[config.mk]
export PLATFORM = sky130hd
export DESIGN_NAME = ckpt_rollback_ctrl
export DESIGN_NICKNAME = d
export VERILOG_FILES = /design/src/rtl/ckpt_pkg.sv /design/src/rtl/ckpt_err_track.sv /design/src/rtl/ckpt_period_timer.sv /design/src/rtl/ckpt_slot_book.sv /design/src/rtl/ckpt_rollback_ctrl.sv
export SDC_FILE = /design/constraint.sdc
export NUM_CORES = 1
export LEC_CHECK = 0
export ABC_AREA = 1
export ABC_CLOCK_PERIOD_IN_PS = 1880
export BUFFER_PORTS_ARGS = -buffer_cell sky130_fd_sc_hd__buf_2
export CORE_ASPECT_RATIO = 2
export CORE_MARGIN = 10
export CORE_UTILIZATION = 45
export CTS_CLUSTER_DIAMETER = 30
export DETAILED_ROUTE_END_ITERATION = 6
export GPL_TIMING_DRIVEN = 0
export HOLD_SLACK_MARGIN = 0.1
export PLACE_DENSITY = 0.83
export SLEW_MARGIN = 20
export SYNTH_ARGS = -nofsm -noshare
export SYNTH_HDL_FRONTEND = slang
export SYNTH_SLANG_ARGS = --single-unit
[constraint.sdc]
create_clock -name clk -period 1.88 [get_ports clk]
set_input_delay 0.094 -clock clk [delete_from_list [all_inputs] [get_ports clk]]
set_output_delay 0.094 -clock clk [all_outputs]
set_load 0.1 [all_outputs]
[src/rtl/ckpt_pkg.sv]
package ckpt_pkg;

    typedef enum logic [2:0] {
        CS_IDLE,
        CS_SAVE,
        CS_WAIT,
        CS_RESTORE,
        CS_FATAL
    } ckpt_state_e;

    typedef struct packed {
        logic ul_pend;
        logic repair_pend;
    } err_flags_t;

    // Where a rollback request leads, given pending repair and checkpoint state
    function automatic ckpt_state_e recover_target(input err_flags_t f, input logic have_ckpt);
        if (f.repair_pend)
            return CS_WAIT;
        else if (have_ckpt)
            return CS_RESTORE;
        else
            return CS_FATAL;
    endfunction

endpackage

[src/rtl/ckpt_err_track.sv]
module ckpt_err_track
    import ckpt_pkg::*;
(
    input  logic       clk,
    input  logic       rst,
    input  logic       ul_err,
    input  logic       cfg_err,
    input  logic       repair_done,
    input  logic       ul_take,
    output err_flags_t flags
);
    always_ff @(posedge clk) begin
        if (rst) begin
            flags <= '0;
        end else begin
            // a new event wins over a clear in the same cycle
            if (ul_err)
                flags.ul_pend <= 1'b1;
            else if (ul_take)
                flags.ul_pend <= 1'b0;
            if (cfg_err)
                flags.repair_pend <= 1'b1;
            else if (repair_done)
                flags.repair_pend <= 1'b0;
        end
    end
endmodule

[src/rtl/ckpt_period_timer.sv]
module ckpt_period_timer #(
    parameter int PERIOD_W = 16
) (
    input  logic                clk,
    input  logic                rst,
    input  logic                run,
    input  logic [PERIOD_W-1:0] period,
    output logic                expire
);
    logic [PERIOD_W-1:0] cnt_q;

    assign expire = run && (cnt_q >= period);

    always_ff @(posedge clk) begin
        if (rst || !run)
            cnt_q <= '0;
        else if (!expire)
            cnt_q <= cnt_q + PERIOD_W'(1);
    end
endmodule

[src/rtl/ckpt_slot_book.sv]
module ckpt_slot_book (
    input  logic clk,
    input  logic rst,
    input  logic begin_save,
    input  logic commit,
    output logic tgt_slot,
    output logic cur_slot,
    output logic have_ckpt
);
    localparam int NSLOTS = 2;

    logic [NSLOTS-1:0] valid_q;
    logic              latest_q;

    assign cur_slot  = latest_q;
    assign tgt_slot  = ~latest_q;
    assign have_ckpt = valid_q[latest_q];

    for (genvar s = 0; s < NSLOTS; s++) begin : g_slot
        always_ff @(posedge clk) begin
            if (rst)
                valid_q[s] <= 1'b0;
            else if (commit && (tgt_slot == 1'(s)))
                valid_q[s] <= 1'b1;
            else if (begin_save && (tgt_slot == 1'(s)))
                valid_q[s] <= 1'b0;
        end
    end

    // reset value makes slot 0 the first target
    always_ff @(posedge clk) begin
        if (rst)
            latest_q <= 1'b1;
        else if (commit)
            latest_q <= tgt_slot;
    end
endmodule

[src/rtl/ckpt_rollback_ctrl.sv]
module ckpt_rollback_ctrl
    import ckpt_pkg::*;
#(
    parameter int DATA_W     = 32,
    parameter int NREGS      = 8,
    parameter int DMEM_WORDS = 8,
    parameter int PERIOD_W   = 16
) (
    input  logic                                      clk,
    input  logic                                      rst,
    input  logic [PERIOD_W-1:0]                       period,
    input  logic                                      ul_err,
    input  logic                                      cfg_err,
    input  logic                                      repair_done,
    output logic                                      repair_req,
    output logic                                      core_stall,
    output logic                                      fatal_err,
    output logic [$clog2(1+NREGS+DMEM_WORDS)-1:0]     st_addr,
    input  logic [DATA_W-1:0]                         st_rdata,
    output logic                                      st_we,
    output logic [DATA_W-1:0]                         st_wdata,
    output logic                                      mem_req,
    output logic                                      mem_we,
    output logic [$clog2(1+NREGS+DMEM_WORDS):0]       mem_addr,
    output logic [DATA_W-1:0]                         mem_wdata,
    input  logic                                      mem_ack,
    input  logic [DATA_W-1:0]                         mem_rdata
);
    localparam int N_WORDS = 1 + NREGS + DMEM_WORDS;
    localparam int IDX_W   = $clog2(N_WORDS);
    localparam logic [IDX_W-1:0] LAST_IDX = IDX_W'(N_WORDS - 1);

    ckpt_state_e     state_q, state_d;
    logic [IDX_W-1:0] idx_q, idx_d;
    err_flags_t      flags;
    logic            ul_take, begin_save, commit;
    logic            expire, tgt_slot, cur_slot, have_ckpt;

    ckpt_err_track u_err (
        .clk         (clk),
        .rst         (rst),
        .ul_err      (ul_err),
        .cfg_err     (cfg_err),
        .repair_done (repair_done),
        .ul_take     (ul_take),
        .flags       (flags)
    );

    ckpt_period_timer #(.PERIOD_W(PERIOD_W)) u_timer (
        .clk    (clk),
        .rst    (rst),
        .run    (state_q == CS_IDLE),
        .period (period),
        .expire (expire)
    );

    ckpt_slot_book u_slots (
        .clk        (clk),
        .rst        (rst),
        .begin_save (begin_save),
        .commit     (commit),
        .tgt_slot   (tgt_slot),
        .cur_slot   (cur_slot),
        .have_ckpt  (have_ckpt)
    );

    always_comb begin
        state_d    = state_q;
        idx_d      = idx_q;
        ul_take    = 1'b0;
        begin_save = 1'b0;
        commit     = 1'b0;
        unique case (state_q)
            CS_IDLE: begin
                if (flags.ul_pend) begin
                    ul_take = 1'b1;
                    state_d = recover_target(flags, have_ckpt);
                    idx_d   = '0;
                end else if (expire) begin
                    begin_save = 1'b1;
                    state_d    = CS_SAVE;
                    idx_d      = '0;
                end
            end
            CS_SAVE: begin
                if (flags.ul_pend) begin
                    // abandon the partial checkpoint
                    ul_take = 1'b1;
                    state_d = recover_target(flags, have_ckpt);
                    idx_d   = '0;
                end else if (mem_ack) begin
                    if (idx_q == LAST_IDX) begin
                        commit  = 1'b1;
                        state_d = CS_IDLE;
                    end else begin
                        idx_d = idx_q + IDX_W'(1);
                    end
                end
            end
            CS_WAIT: begin
                if (!flags.repair_pend) begin
                    state_d = have_ckpt ? CS_RESTORE : CS_FATAL;
                    idx_d   = '0;
                end
            end
            CS_RESTORE: begin
                if (mem_ack) begin
                    if (idx_q == LAST_IDX)
                        state_d = CS_IDLE;
                    else
                        idx_d = idx_q + IDX_W'(1);
                end
            end
            CS_FATAL: ;
            default: state_d = CS_IDLE;
        endcase
    end

    always_ff @(posedge clk) begin
        if (rst) begin
            state_q <= CS_IDLE;
            idx_q   <= '0;
        end else begin
            state_q <= state_d;
            idx_q   <= idx_d;
        end
    end

    assign core_stall = (state_q != CS_IDLE);
    assign fatal_err  = (state_q == CS_FATAL);
    assign repair_req = flags.repair_pend;
    assign mem_req    = (state_q == CS_SAVE) || (state_q == CS_RESTORE);
    assign mem_we     = (state_q == CS_SAVE);
    assign mem_addr   = {(state_q == CS_SAVE) ? tgt_slot : cur_slot, idx_q};
    assign mem_wdata  = st_rdata;
    assign st_addr    = idx_q;
    assign st_we      = (state_q == CS_RESTORE) && mem_ack;
    assign st_wdata   = mem_rdata;
endmodule

==> qor.log, run 1 <==
[floorplan] placeable core region 6060 sq um
[clock_network] # clock sinks 29
[finish] Final Util 0.657
[routing] initial DRC count 161
[floorplan] Die Footprint 9970 sq um
[setup_path] arrival time worst endpoint 2030 ps
[setup_path] Setup CP Type reg2reg
[power] combinational power share 0.492
[routing] Detail Route met3 WL 1.19 mm
[floorplan] width of the die 75.8 microns
[clock_network] Clock Tree Root clkbuf_16
[synthesis] dominant cell by count in the synthesized netlist nand2_1
[flow_run] Max-cap violations 0
[clock_network] clock input transition at the sequential cells of the worst setup and hold paths 60 ps
[finish] proportion of layout cells with a drive suffix above 1 0.487
[routing] detailed-router iteration count before antenna repair 4
[timing] Total Negative Setup Slacks 0 ps
[routing] detailed-route wire length 9.44 mm
[power] total internal power 1790 uW
[routing] sum of met2 wire segment lengths after detailed routing 5.11 mm
[setup_path] sort of element at the end of the critical path register
[synthesis] unique cell type count in the Yosys netlist 33
[setup_path] crit-path cells ha_4, nand2_2, inv_2, nand2_2, nor2_1, nor2_1, nand2_1, nand2_2, nand2_4, buf_8, nand3_1, a21oi_2
[synthesis] most frequently used flop master after synthesis dfxtp_1
[synthesis] Post-synth EDFFs 0
[finish] filler cell count in the final layout 533
[routing] Wirelength per Cell 15.3 microns
[synthesis] Synth Net Count 517
[routing] DRC 0
[grt] wire length of the first global-routing pass 13.5 mm
[floorplan] I/O pin count 167
[floorplan] number of standard-cell rows in the floorplan 40
[grt] Total GRT Usage 0.165
[timing] Slew @ Worst Pin 531 ps
[outcome] outcome finished clean
[synthesis] netlist area before placement 2800 sq um
[setup_path] maximum fanout count along the critical path 10
[finish] final-stage net count 636
[timing] Min Clock Period, post-route 1830 ps
[setup_path] family with the most delay on the worst path simple AND/OR/NAND/NOR gates
[clock_network] clk_lat worst skew 280 ps
[setup_path] flop-to-flop setup slack 50 ps
[synthesis] Avg Synthesized Cell Area 6.80 sq um
[routing] Antenna Nets Post-Route 0
[clock_network] TritonCTS Buffers 5
[timing] share of the clock period used by the worst path 0.972
[placed_design] HPWL after detailed placement 7.18 mm
[setup_path] worst-case reg-to-reg path depth 12
[grt] largest net degree at the start of global routing 11
[timing] relative slew slack 0.646
[routing] Top Metal Used met4
[synthesis] Area contributors post-synth dfxtp_1 (21%), buf_4 (19%), nand2_1 (9.8%)
[setup_path] required time at the endpoint of the critical path 2080 ps
[floorplan] effective utilization at floorplan 0.463
[grt] initial antenna violation count 0
[clock_network] clock tree from TritonCTS done
[synthesis] share of flip-flops with an asynchronous set or reset 0
[timing] post-route worst setup slack 52.5 ps
[setup_path] most used cell, CP nand2_2
[setup_path] largest incremental delay on the critical path 370 ps
[finish] number of inserted diodes 0
[synthesis] synth cell count leaders nand2_1 (73), buf_4 (71), inv_1 (55)
[clock_network] H-tree lvl count 2
[timing] setup repair after global routing missed its margin yes
[power] proportion of total power due to net switching 0.486
[min_path] WHS Path Cells 2
[power] total power per unit cell area 874 nW/um^2
[setup_path] Critical Path Slowest Stage Cell dfxtp_4
[min_path] Hold/Removal Path Class in2reg
[power] worst vdd ir 0.900 mV
[power] sequential group share of total power 0.208
[finish] post-synthesis to final-layout area growth 42.1%
[power] total net switching power 1690 uW
[routing] post-DR vias/cell 5.04
[synthesis] Synth area leader dfxtp_1
[power] Leak 0.00201 uW
[floorplan] DIE HEIGHT 132 microns
[power] clock network fraction of total power 0.300
[setup_path] buffers and inverters on the worst path 2
[timing] number of hold violations in the final report 0
[setup_path] startpoint type of the worst setup path register
[placed_design] placement-stage worst setup slack -110 ps
[synthesis] share of synthesized area occupied by flip-flops and latches 0.207
[synthesis] Syn Inst Count 412
[timing] setup violators final 0
[timing] worst clock skew 8.99 ps
[clock_network] number of buffers on the longest clock path 2
[grt] sum of overflow across all layers after global routing 0
[placed_design] number of port buffers 101
[grt] vias in the first global route 3191
[placed_design] final RePlAce weighted congestion 0.878
[timing] timing-limited maximum frequency 547 MHz
[routing] vias after detailed routing 3103
[synthesis] synthesis-stage register bit count 29
[setup_path] count of cell instances traversed by the critical path 12
[timing] pins over their slew limit 0
[synthesis] Yosys warning total 0
[synthesis] top cell type's share of synthesized area 0.207
[routing] met1 routed wirelength after detailed routing 2.83 mm
-- layer usage --
metal  vias up  GRT usage
li1       1485          -
met1      1403      0.133
met2       187      0.306
met3        28     0.0769
met4         0     0.0821
met5         -          0
-- stage by stage --
step	cell area, sq um	cells	hold WS (ps)	total power [uW]
floorplan	2820	412	211	2150
global placement	3430	597	304	2370
detailed placement	3430	597	312	2390
CTS	3670	608	233	3440
global route	3980	616	244	3620
finish	3980	616	222	3480
-- power by group through the flow --
| stage | clock, uW | sequential, uW | combinational (uW) |
|---|---|---|---|
| 6_report | 1040 | 724 | 1710 |
| 2_1_floorplan | 0 | 874 | 1280 |
| 4_1_cts | 1050 | 725 | 1670 |
| 3_3_place_gp | 0 | 733 | 1630 |
| 3_5_place_dp | 0 | 737 | 1660 |
| 5_1_grt | 1090 | 731 | 1800 |
-- logic make-up (layout without fill, tap and decap cells) --
logic type      Yosys count  after routing  share of synthesized area
compound gates           45             45                     0.0862
flops                    29             29                      0.207
buf+inv                 135            254                      0.281
xor+xnor                 12             12                     0.0375
fa+ha+maj                19             19                     0.0849
simple gates            172            173                      0.303
-- cell type report --
| cell class | instances | area [sq um] | area share |
|---|---|---|---|
| Tap cell | 84 | 105 | 0.0264 |
| Sequential cell | 29 | 618 | 0.155 |
| Multi-Input combinational cell | 249 | 1650 | 0.415 |
| Inverter | 58 | 221 | 0.0556 |
| Timing Repair Buffer | 111 | 612 | 0.154 |
| Buffer | 77 | 584 | 0.147 |
| Clock buffer | 5 | 125 | 0.0314 |
| Clock inverter | 3 | 65.1 | 0.0163 |
-- worst reg2reg max path: stages (launching register included) --
cell     delay [ps]
dfxtp_4         370
ha_4            280
nand2_2          50
inv_2            50
nand2_2          50
nor2_1           80
nor2_1           50
nand2_1         120
nand2_2         100
nand2_4         160
buf_8           160
nand3_1         120
a21oi_2         170
-- registers in the layout (all words and copies together), names as in the netlist --
signal and flops:
state_q 3, u_err.flags 2, u_timer.cnt_q 16, u_slots.cur_slot 1, st_addr 5, u_slots.valid_q 2
-- cells in the final DEF, fill, tap and decap left out, types with 9 or more instances in the layout --
master / netlist / final
buf_2: 2 / 101
buf_4: 71 / 75
nand2_1: 73 / 70
inv_1: 55 / 53
nand3_1: 33 / 33
nor2_1: 28 / 27
a21oi_1: 31 / 25
dfxtp_2: 0 / 12
ha_4: 0 / 11
dfxtp_1: 29 / 11
nand4_1: 9 / 9
xor2_1: 10 / 9
-- path summary, 6_finish.rpt --
check                                       start                              end
setup / recovery    u_timer.cnt_q[7]$_SDFFE_PP0N_   u_timer.cnt_q[10]$_SDFFE_PP0N_
hold reg to reg   u_slots.valid_q[1]$_SDFFE_PP0P_  u_slots.valid_q[1]$_SDFFE_PP0P_
setup reg to reg    u_timer.cnt_q[7]$_SDFFE_PP0N_   u_timer.cnt_q[10]$_SDFFE_PP0N_
hold / removal                                rst      u_err.flags[1]$_SDFFE_PP0P_
-- what timing repair did --
| action | in CTS | in global routing |
|---|---|---|
| buffers inserted | 0 | 6 |
| pin swaps | 1 | 12 |
| hold buffers | 3 | 0 |
| gates resized for setup | 9 | 47 |
| gates cloned | 0 | 2 |
| hold endpoints to repair | 2 | 0 |
| setup endpoints to repair | 15 | 25 |
No activity file was read; power rests on OpenSTA's default activity.
==> run 2: changes to the inputs <==
Settings changed: REMOVE_ABC_BUFFERS set to 1.
==> qor.log, run 2 (same netlist as run 1, synthesis figures left out) <==
[outcome] outcome finished clean [unchanged]
[timing] pins over their slew limit 0 [unchanged]
[setup_path] required time at the endpoint of the critical path 2090 ps [was 2080 ps]
[timing] number of hold violations in the final report 0 [unchanged]
[floorplan] effective utilization at floorplan 0.463 [unchanged]
[placed_design] HPWL after detailed placement 9.30 mm [was 7.18 mm]
[clock_network] clock tree from TritonCTS done [unchanged]
[placed_design] final RePlAce weighted congestion 0.944 [was 0.878]
[finish] Seq. cell area 602 sq um [was 618 sq um]
[power] total power per unit cell area 826 nW/um^2 [was 874 nW/um^2]
[setup_path] sort of element at the end of the critical path register [unchanged]
[finish] filler cell count in the final layout 578 [was 533]
[grt] Total GRT Usage 0.217 [was 0.165]
[floorplan] width of the die 75.8 microns [unchanged]
[finish] most common cell after layout, fill and taps aside nand2_1 [was buf_2]
[floorplan] I/O pin count 167 [unchanged]
[finish] final-stage net count 502 [was 636]
[finish] number of inserted diodes 0 [unchanged]
[setup_path] startpoint type of the worst setup path register [unchanged]
[routing] vias after detailed routing 2678 [was 3103]
[routing] Wirelength per Cell 24.0 microns [was 15.3 microns]
[routing] DRC 0 [unchanged]
[routing] detailed-router iteration count before antenna repair 4 [unchanged]
[finish] cell area after layout 3000 sq um [was 3980 sq um]
[timing] timing-limited maximum frequency 539 MHz [was 547 MHz]
[setup_path] buffers and inverters on the worst path 1 [was 2]
[finish] post-synthesis to final-layout area growth 7.10% [was 42.1%]
[setup_path] family with the most delay on the worst path compound AO/OA/AOI/OAI gates [was simple AND/OR/NAND/NOR gates]
[clock_network] # clock sinks 29 [unchanged]
[timing] worst clock skew 4.19 ps [was 8.99 ps]
[finish] top library cells by usage in the layout, fill and taps aside nand2_1 (69), inv_1 (54), buf_2 (38) [was buf_2 (101), buf_4 (75), nand2_1 (70)]
[finish] multi-input gate area in the final layout 1600 sq um [was 1650 sq um]
[clock_network] Clock Tree Root clkbuf_16 [unchanged]
[timing] Slew @ Worst Pin 645 ps [was 531 ps]
[placed_design] cell total after placement 457 [was 597]
[timing] setup violators final 0 [unchanged]
[clock_network] clk_lat worst skew 280 ps [about the same]
[setup_path] Setup CP Type reg2reg [unchanged]
[setup_path] most used cell, CP a21oi_1 [was nand2_2]
[grt] initial antenna violation count 0 [unchanged]
[finish] proportion of layout cells with a drive suffix above 1 0.284 [was 0.487]
[clock_network] TritonCTS Buffers 5 [unchanged]
[clock_network] H-tree lvl count 2 [unchanged]
[finish] Largest register FFs 16 [unchanged]
[routing] Antenna Nets Post-Route 0 [unchanged]
[timing] relative slew slack 0.570 [was 0.646]
[flow_run] Max-cap violations 0 [unchanged]
[timing] final hold slack 131 ps [was 222 ps]
[grt] vias in the first global route 2625 [was 3191]
[setup_path] largest incremental delay on the critical path 360 ps [was 370 ps]
[routing] initial DRC count 143 [was 161]
[setup_path] maximum fanout count along the critical path 6 [was 10]
[grt] largest net degree at the start of global routing 19 [was 11]
[finish] largest register by flop count u_timer.cnt_q [unchanged]
[timing] Total Negative Setup Slacks 0 ps [unchanged]
[power] worst vdd ir 0.906 mV [was 0.900 mV]
[clock_network] clock input transition at the sequential cells of the worst setup and hold paths 50 ps [was 60 ps]
[power] Leak 0.00144 uW [was 0.00201 uW]
[grt] wire length of the first global-routing pass 16.0 mm [was 13.5 mm]
[floorplan] number of standard-cell rows in the floorplan 40 [unchanged]
[grt] sum of overflow across all layers after global routing 0 [unchanged]
[timing] share of the clock period used by the worst path 0.987 [was 0.972]
[finish] final cell count without fillers 482 [was 616]
[clock_network] number of buffers on the longest clock path 2 [unchanged]
[setup_path] arrival time worst endpoint 2060 ps [was 2030 ps]
[floorplan] Die Footprint 9970 sq um [unchanged]
[setup_path] Critical Path Slowest Stage Cell dfxtp_4 [unchanged]
[min_path] Hold/Removal Path Class in2reg [unchanged]
[floorplan] DIE HEIGHT 132 microns [unchanged]
[timing] Min Clock Period, post-route 1850 ps [was 1830 ps]
[routing] detailed-route wire length 11.6 mm [was 9.44 mm]
[placed_design] number of port buffers 38 [was 101]
[routing] post-DR vias/cell 5.56 [was 5.04]
[floorplan] placeable core region 6060 sq um [unchanged]
[placed_design] post-place instance area 2530 sq um [was 3430 sq um]
[setup_path] crit-path cells ha_1, a21oi_1, o21ai_2, a21oi_4, nand2_8, clkbuf_16, nand3_1, nand2_1, a21oi_1 [was ha_4, nand2_2, inv_2, nand2_2, nor2_1, nor2_1, nand2_1, nand2_2, nand2_4, buf_8, nand3_1, a21oi_2]
## run 2: cell count changes in the layout (fill, tap and decap cells not counted), sizes merged
cell    before  now
clkinv       2    3
clkbuf       9    7
buf        181   49
nand3       40   41
bufinv       2    0
## run 2: timing repair
action	4_1_cts	5_1_grt
endpoints found under the setup margin	24	26
cloned	0	3
pin swaps	2	14
resized for setup	11	36
endpoints found under the hold margin	2	0
hold buffers	3	0
buffers inserted	2	9
## run 2: final timing paths
check	from	end	slack [ps]	cells past startpoint
setup / recovery	u_timer.cnt_q[9]$_SDFFE_PP0N_	u_slots.valid_q[1]$_SDFFE_PP0P_	30	9
hold / removal	rst	state_q[1]$_SDFFE_PP0P_	130	2
setup reg to reg	u_timer.cnt_q[9]$_SDFFE_PP0N_	u_slots.valid_q[1]$_SDFFE_PP0P_	30	9
hold reg to reg	u_slots.valid_q[1]$_SDFFE_PP0P_	u_slots.valid_q[1]$_SDFFE_PP0P_	470	2
## run 2: power by group
group / internal, uW / total, uW / switching, uW
Clock: 485 / 764 / 279
Combinational: 233 / 991 / 758
Sequential: 655 / 723 / 68.2
Total: 1370 / 2480 / 1110
## run 2: area by class of cell
| class | instances | area share |
|---|---|---|
| repair buffers | 53 | 0.112 |
| clock buffers | 6 | 0.0430 |
| multi-input cells | 250 | 0.532 |
| clock inverters | 2 | 0.00334 |
| well taps | 84 | 0.0350 |
| inverters | 58 | 0.0746 |
| flip-flops and latches | 29 | 0.201 |
## run 2: metrics by stage
| stage | setup WS, ps | util | total power, uW |
|---|---|---|---|
| 6_report | 25.1 | 0.495 | 2480 |
| 5_1_grt | -43.4 | 0.495 | 2580 |
| 4_1_cts | 6.65 | 0.454 | 2400 |
| 3_5_place_dp | -355 | 0.418 | 1620 |
| 3_3_place_gp | -258 | 0.418 | 1610 |
| 2_1_floorplan | -1060 | - | 1450 |
## run 2: routing by layer
| layer | part of all wire | track usage | wire length (microns) |
|---|---|---|---|
| met2 | 0.49 | 0.361 | 5710 |
| met3 | 0.24 | 0.233 | 2750 |
| met1 | 0.23 | 0.147 | 2630 |
| met4 | 0.035 | 0.0696 | 408 |
| met5 | 0.0062 | 0.0698 | 72 |
==> run 3: changes to the inputs <==
Settings changed: CELL_PAD_IN_SITES_DETAIL_PLACEMENT set to 1, CELL_PAD_IN_SITES_GLOBAL_PLACEMENT set to 2, CORE_UTILIZATION 45 to 22, MAX_ROUTING_LAYER set to met4, PLACE_DENSITY 0.83 to not set, PLACE_DENSITY_LB_ADDON set to 0.1.
==> qor.log, run 3 (same netlist as run 1, synthesis figures left out) <==
[outcome] outcome finished clean [unchanged]
[setup_path] sort of element at the end of the critical path register [unchanged]
[clock_network] Clock Tree Root clkbuf_16 [unchanged]
[power] Leak 0.00145 uW [was 0.00144 uW]
[routing] initial DRC count 60 [was 143]
[placed_design] HPWL after detailed placement 10.9 mm [was 9.30 mm]
[grt] sum of overflow across all layers after global routing 0 [unchanged]
[routing] DRC 0 [unchanged]
[setup_path] worst-case reg-to-reg path depth 8 [was 9]
[setup_path] family with the most delay on the worst path simple AND/OR/NAND/NOR gates [was compound AO/OA/AOI/OAI gates]
[clock_network] # clock sinks 29 [unchanged]
[setup_path] Critical Path Slowest Stage Cell dfxtp_4 [unchanged]
[min_path] hold-critical path endpoint st_addr[1]$_SDFFE_PP0P_ [was state_q[1]$_SDFFE_PP0P_]
[setup_path] reg2reg start u_timer.cnt_q[9]$_SDFFE_PP0N_ [unchanged]
[floorplan] effective utilization at floorplan 0.223 [was 0.463]
[routing] detailed-route wire length 13.1 mm [was 11.6 mm]
[finish] top library cells by usage in the layout, fill and taps aside nand2_1 (70), inv_1 (54), buf_2 (38) [was nand2_1 (69), inv_1 (54), buf_2 (38)]
[clock_network] TritonCTS Buffers 5 [unchanged]
[clock_network] clock input transition at the sequential cells of the worst setup and hold paths 60 ps [was 50 ps]
[grt] Total GRT Usage 0.145 [was 0.217]
[grt] vias in the first global route 2788 [was 2625]
[min_path] WHS Path Cells 2 [unchanged]
[timing] pins over their slew limit 0 [unchanged]
[setup_path] largest incremental delay on the critical path 370 ps [was 360 ps]
[routing] Antenna Nets Post-Route 0 [unchanged]
[setup_path] Setup CP Type reg2reg [unchanged]
[timing] Min Clock Period, post-route 1820 ps [was 1850 ps]
[grt] wire length of the first global-routing pass 18.5 mm [was 16.0 mm]
[setup_path] crit-path cells ha_1, nand4_1, nor3_2, nand2_4, nand2_8, buf_8, nand3_1, a21oi_1 [was ha_1, a21oi_1, o21ai_2, a21oi_4, nand2_8, clkbuf_16, nand3_1, nand2_1, a21oi_1]
[finish] final-stage net count 503 [was 502]
[floorplan] Die Footprint 17900 sq um [was 9970 sq um]
[routing] vias after detailed routing 2587 [was 2678]
[grt] initial antenna violation count 0 [unchanged]
[floorplan] placeable core region 12600 sq um [was 6060 sq um]
[placed_design] number of port buffers 38 [unchanged]
[finish] proportion of layout cells with a drive suffix above 1 0.283 [was 0.284]
[min_path] startpoint of the most critical hold path rst [unchanged]
[setup_path] flop-to-flop setup slack 60 ps [was 30 ps]
[setup_path] startpoint type of the worst setup path register [unchanged]
[timing] timing-limited maximum frequency 550 MHz [was 539 MHz]
[placed_design] placement-stage worst setup slack -691 ps [was -355 ps]
[clock_network] clk_lat worst skew 280 ps [about the same]
[clock_network] clock tree from TritonCTS done [unchanged]
[power] total power per unit cell area 844 nW/um^2 [was 826 nW/um^2]
[timing] relative slew slack 0.599 [was 0.570]
[placed_design] final RePlAce weighted congestion 0.755 [was 0.944]
[power] worst vdd ir 0.437 mV [was 0.906 mV]
[timing] post-route worst setup slack 60.4 ps [was 25.1 ps]
[finish] most common cell after layout, fill and taps aside nand2_1 [unchanged]
[routing] Wirelength per Cell 23.8 microns [was 24.0 microns]
[setup_path] Crit Reg-Reg Endpoint u_timer.cnt_q[6]$_SDFFE_PP0N_ [was u_slots.valid_q[1]$_SDFFE_PP0P_]
[timing] share of the clock period used by the worst path 0.968 [was 0.987]
[flow_run] Max-cap violations 0 [unchanged]
[setup_path] arrival time worst endpoint 2020 ps [was 2060 ps]
[timing] setup violators final 0 [unchanged]
[min_path] Hold/Removal Path Class in2reg [unchanged]
[grt] largest net degree at the start of global routing 19 [unchanged]
[floorplan] I/O pin count 167 [unchanged]
[finish] post-synthesis to final-layout area growth 11.6% [was 7.10%]
[floorplan] DIE HEIGHT 180 microns [was 132 microns]
[floorplan] number of standard-cell rows in the floorplan 58 [was 40]
[finish] Final Util 0.249 [was 0.495]
[floorplan] width of the die 99.8 microns [was 75.8 microns]
[setup_path] required time at the endpoint of the critical path 2080 ps [was 2090 ps]
[clock_network] H-tree lvl count 2 [unchanged]
[timing] number of hold violations in the final report 0 [unchanged]
[timing] Slew @ Worst Pin 601 ps [was 645 ps]
[setup_path] buffers and inverters on the worst path 1 [unchanged]
[timing] worst clock skew 5.70 ps [was 4.19 ps]
[clock_network] number of buffers on the longest clock path 2 [unchanged]
[routing] detailed-router iteration count before antenna repair 4 [unchanged]
[setup_path] maximum fanout count along the critical path 7 [was 6]
[routing] post-DR vias/cell 4.71 [was 5.56]
[power] final total power 2640 uW [was 2480 uW]
[finish] Largest register FFs 16 [unchanged]
[finish] number of inserted diodes 0 [unchanged]
[finish] largest register by flop count u_timer.cnt_q [unchanged]
run 3: cell types whose count changed in the layout (fill, tap and decap cells not counted), sizes merged:
cell    change
buf         +2
clkinv      -1
nand2       +1
nand3       -1
run 3: power breakdown:
group | leakage [uW] | internal [uW] | switching, uW
clock network | 0.0000799 | 561 | 310
registers | 0.000242 | 654 | 70.0
logic | 0.00112 | 262 | 782
total | 0.00145 | 1480 | 1160
run 3: per-stage QoR:
step,std cells,cell area (sq um),TNS (ps),hold WS (ps)
after floorplan,335,2230,-11160,163
after global placement,523,2610,-11840,189
after detailed placement,523,2620,-11310,189
after CTS,543,2950,0,165
after global routing,549,3130,-120,181
final,549,3130,0,152
run 3: layer usage:
metal  track usage  wire [microns]  vias to the layer above
li1              -               -                     1227
met2         0.227            6400                      147
met5             -               0                        -
met1         0.113            3730                     1209
met4        0.0375             106                        0
met3         0.151            2820                        4
run 3: worst max-delay path by stage:
stage | start | end | slack [ps] | cells past startpoint
floorplan | state_q[0]$_SDFFE_PP0P_ | state_q[2]$_SDFFE_PP0P_ | -1060 | 3
global placement | u_timer.cnt_q[9]$_SDFFE_PP0N_ | u_timer.cnt_q[5]$_SDFFE_PP0N_ | -650 | 9
detailed placement | u_timer.cnt_q[6]$_SDFFE_PP0N_ | u_timer.cnt_q[0]$_SDFFE_PP0N_ | -690 | 13
CTS | u_timer.cnt_q[9]$_SDFFE_PP0N_ | st_addr[3]$_SDFFE_PP0P_ | 4 | 9
global route | u_timer.cnt_q[13]$_SDFFE_PP0N_ | u_timer.cnt_q[10]$_SDFFE_PP0N_ | -20 | 9
finish | u_timer.cnt_q[9]$_SDFFE_PP0N_ | u_timer.cnt_q[6]$_SDFFE_PP0N_ | 60 | 8
run 3: layout make-up:
cell class	count	area [sq um]
Fill cell	1574	9430
Tap cell	150	188
Clock inverter	1	5.00
Multi-Input combinational cell	250	1610
Clock buffer	7	153
Timing Repair Buffer	54	349
Inverter	58	221
Sequential cell	29	604
run 3: repair_timing:
item / 4_1_cts / 5_1_grt
hold buffers: 3 / 0
buffers inserted: 9 / 4
cloned: 0 / 2
hold endpoints to repair: 2 / 0
resized for setup: 23 / 26
setup endpoints to repair: 26 / 25
pin swaps: 3 / 9
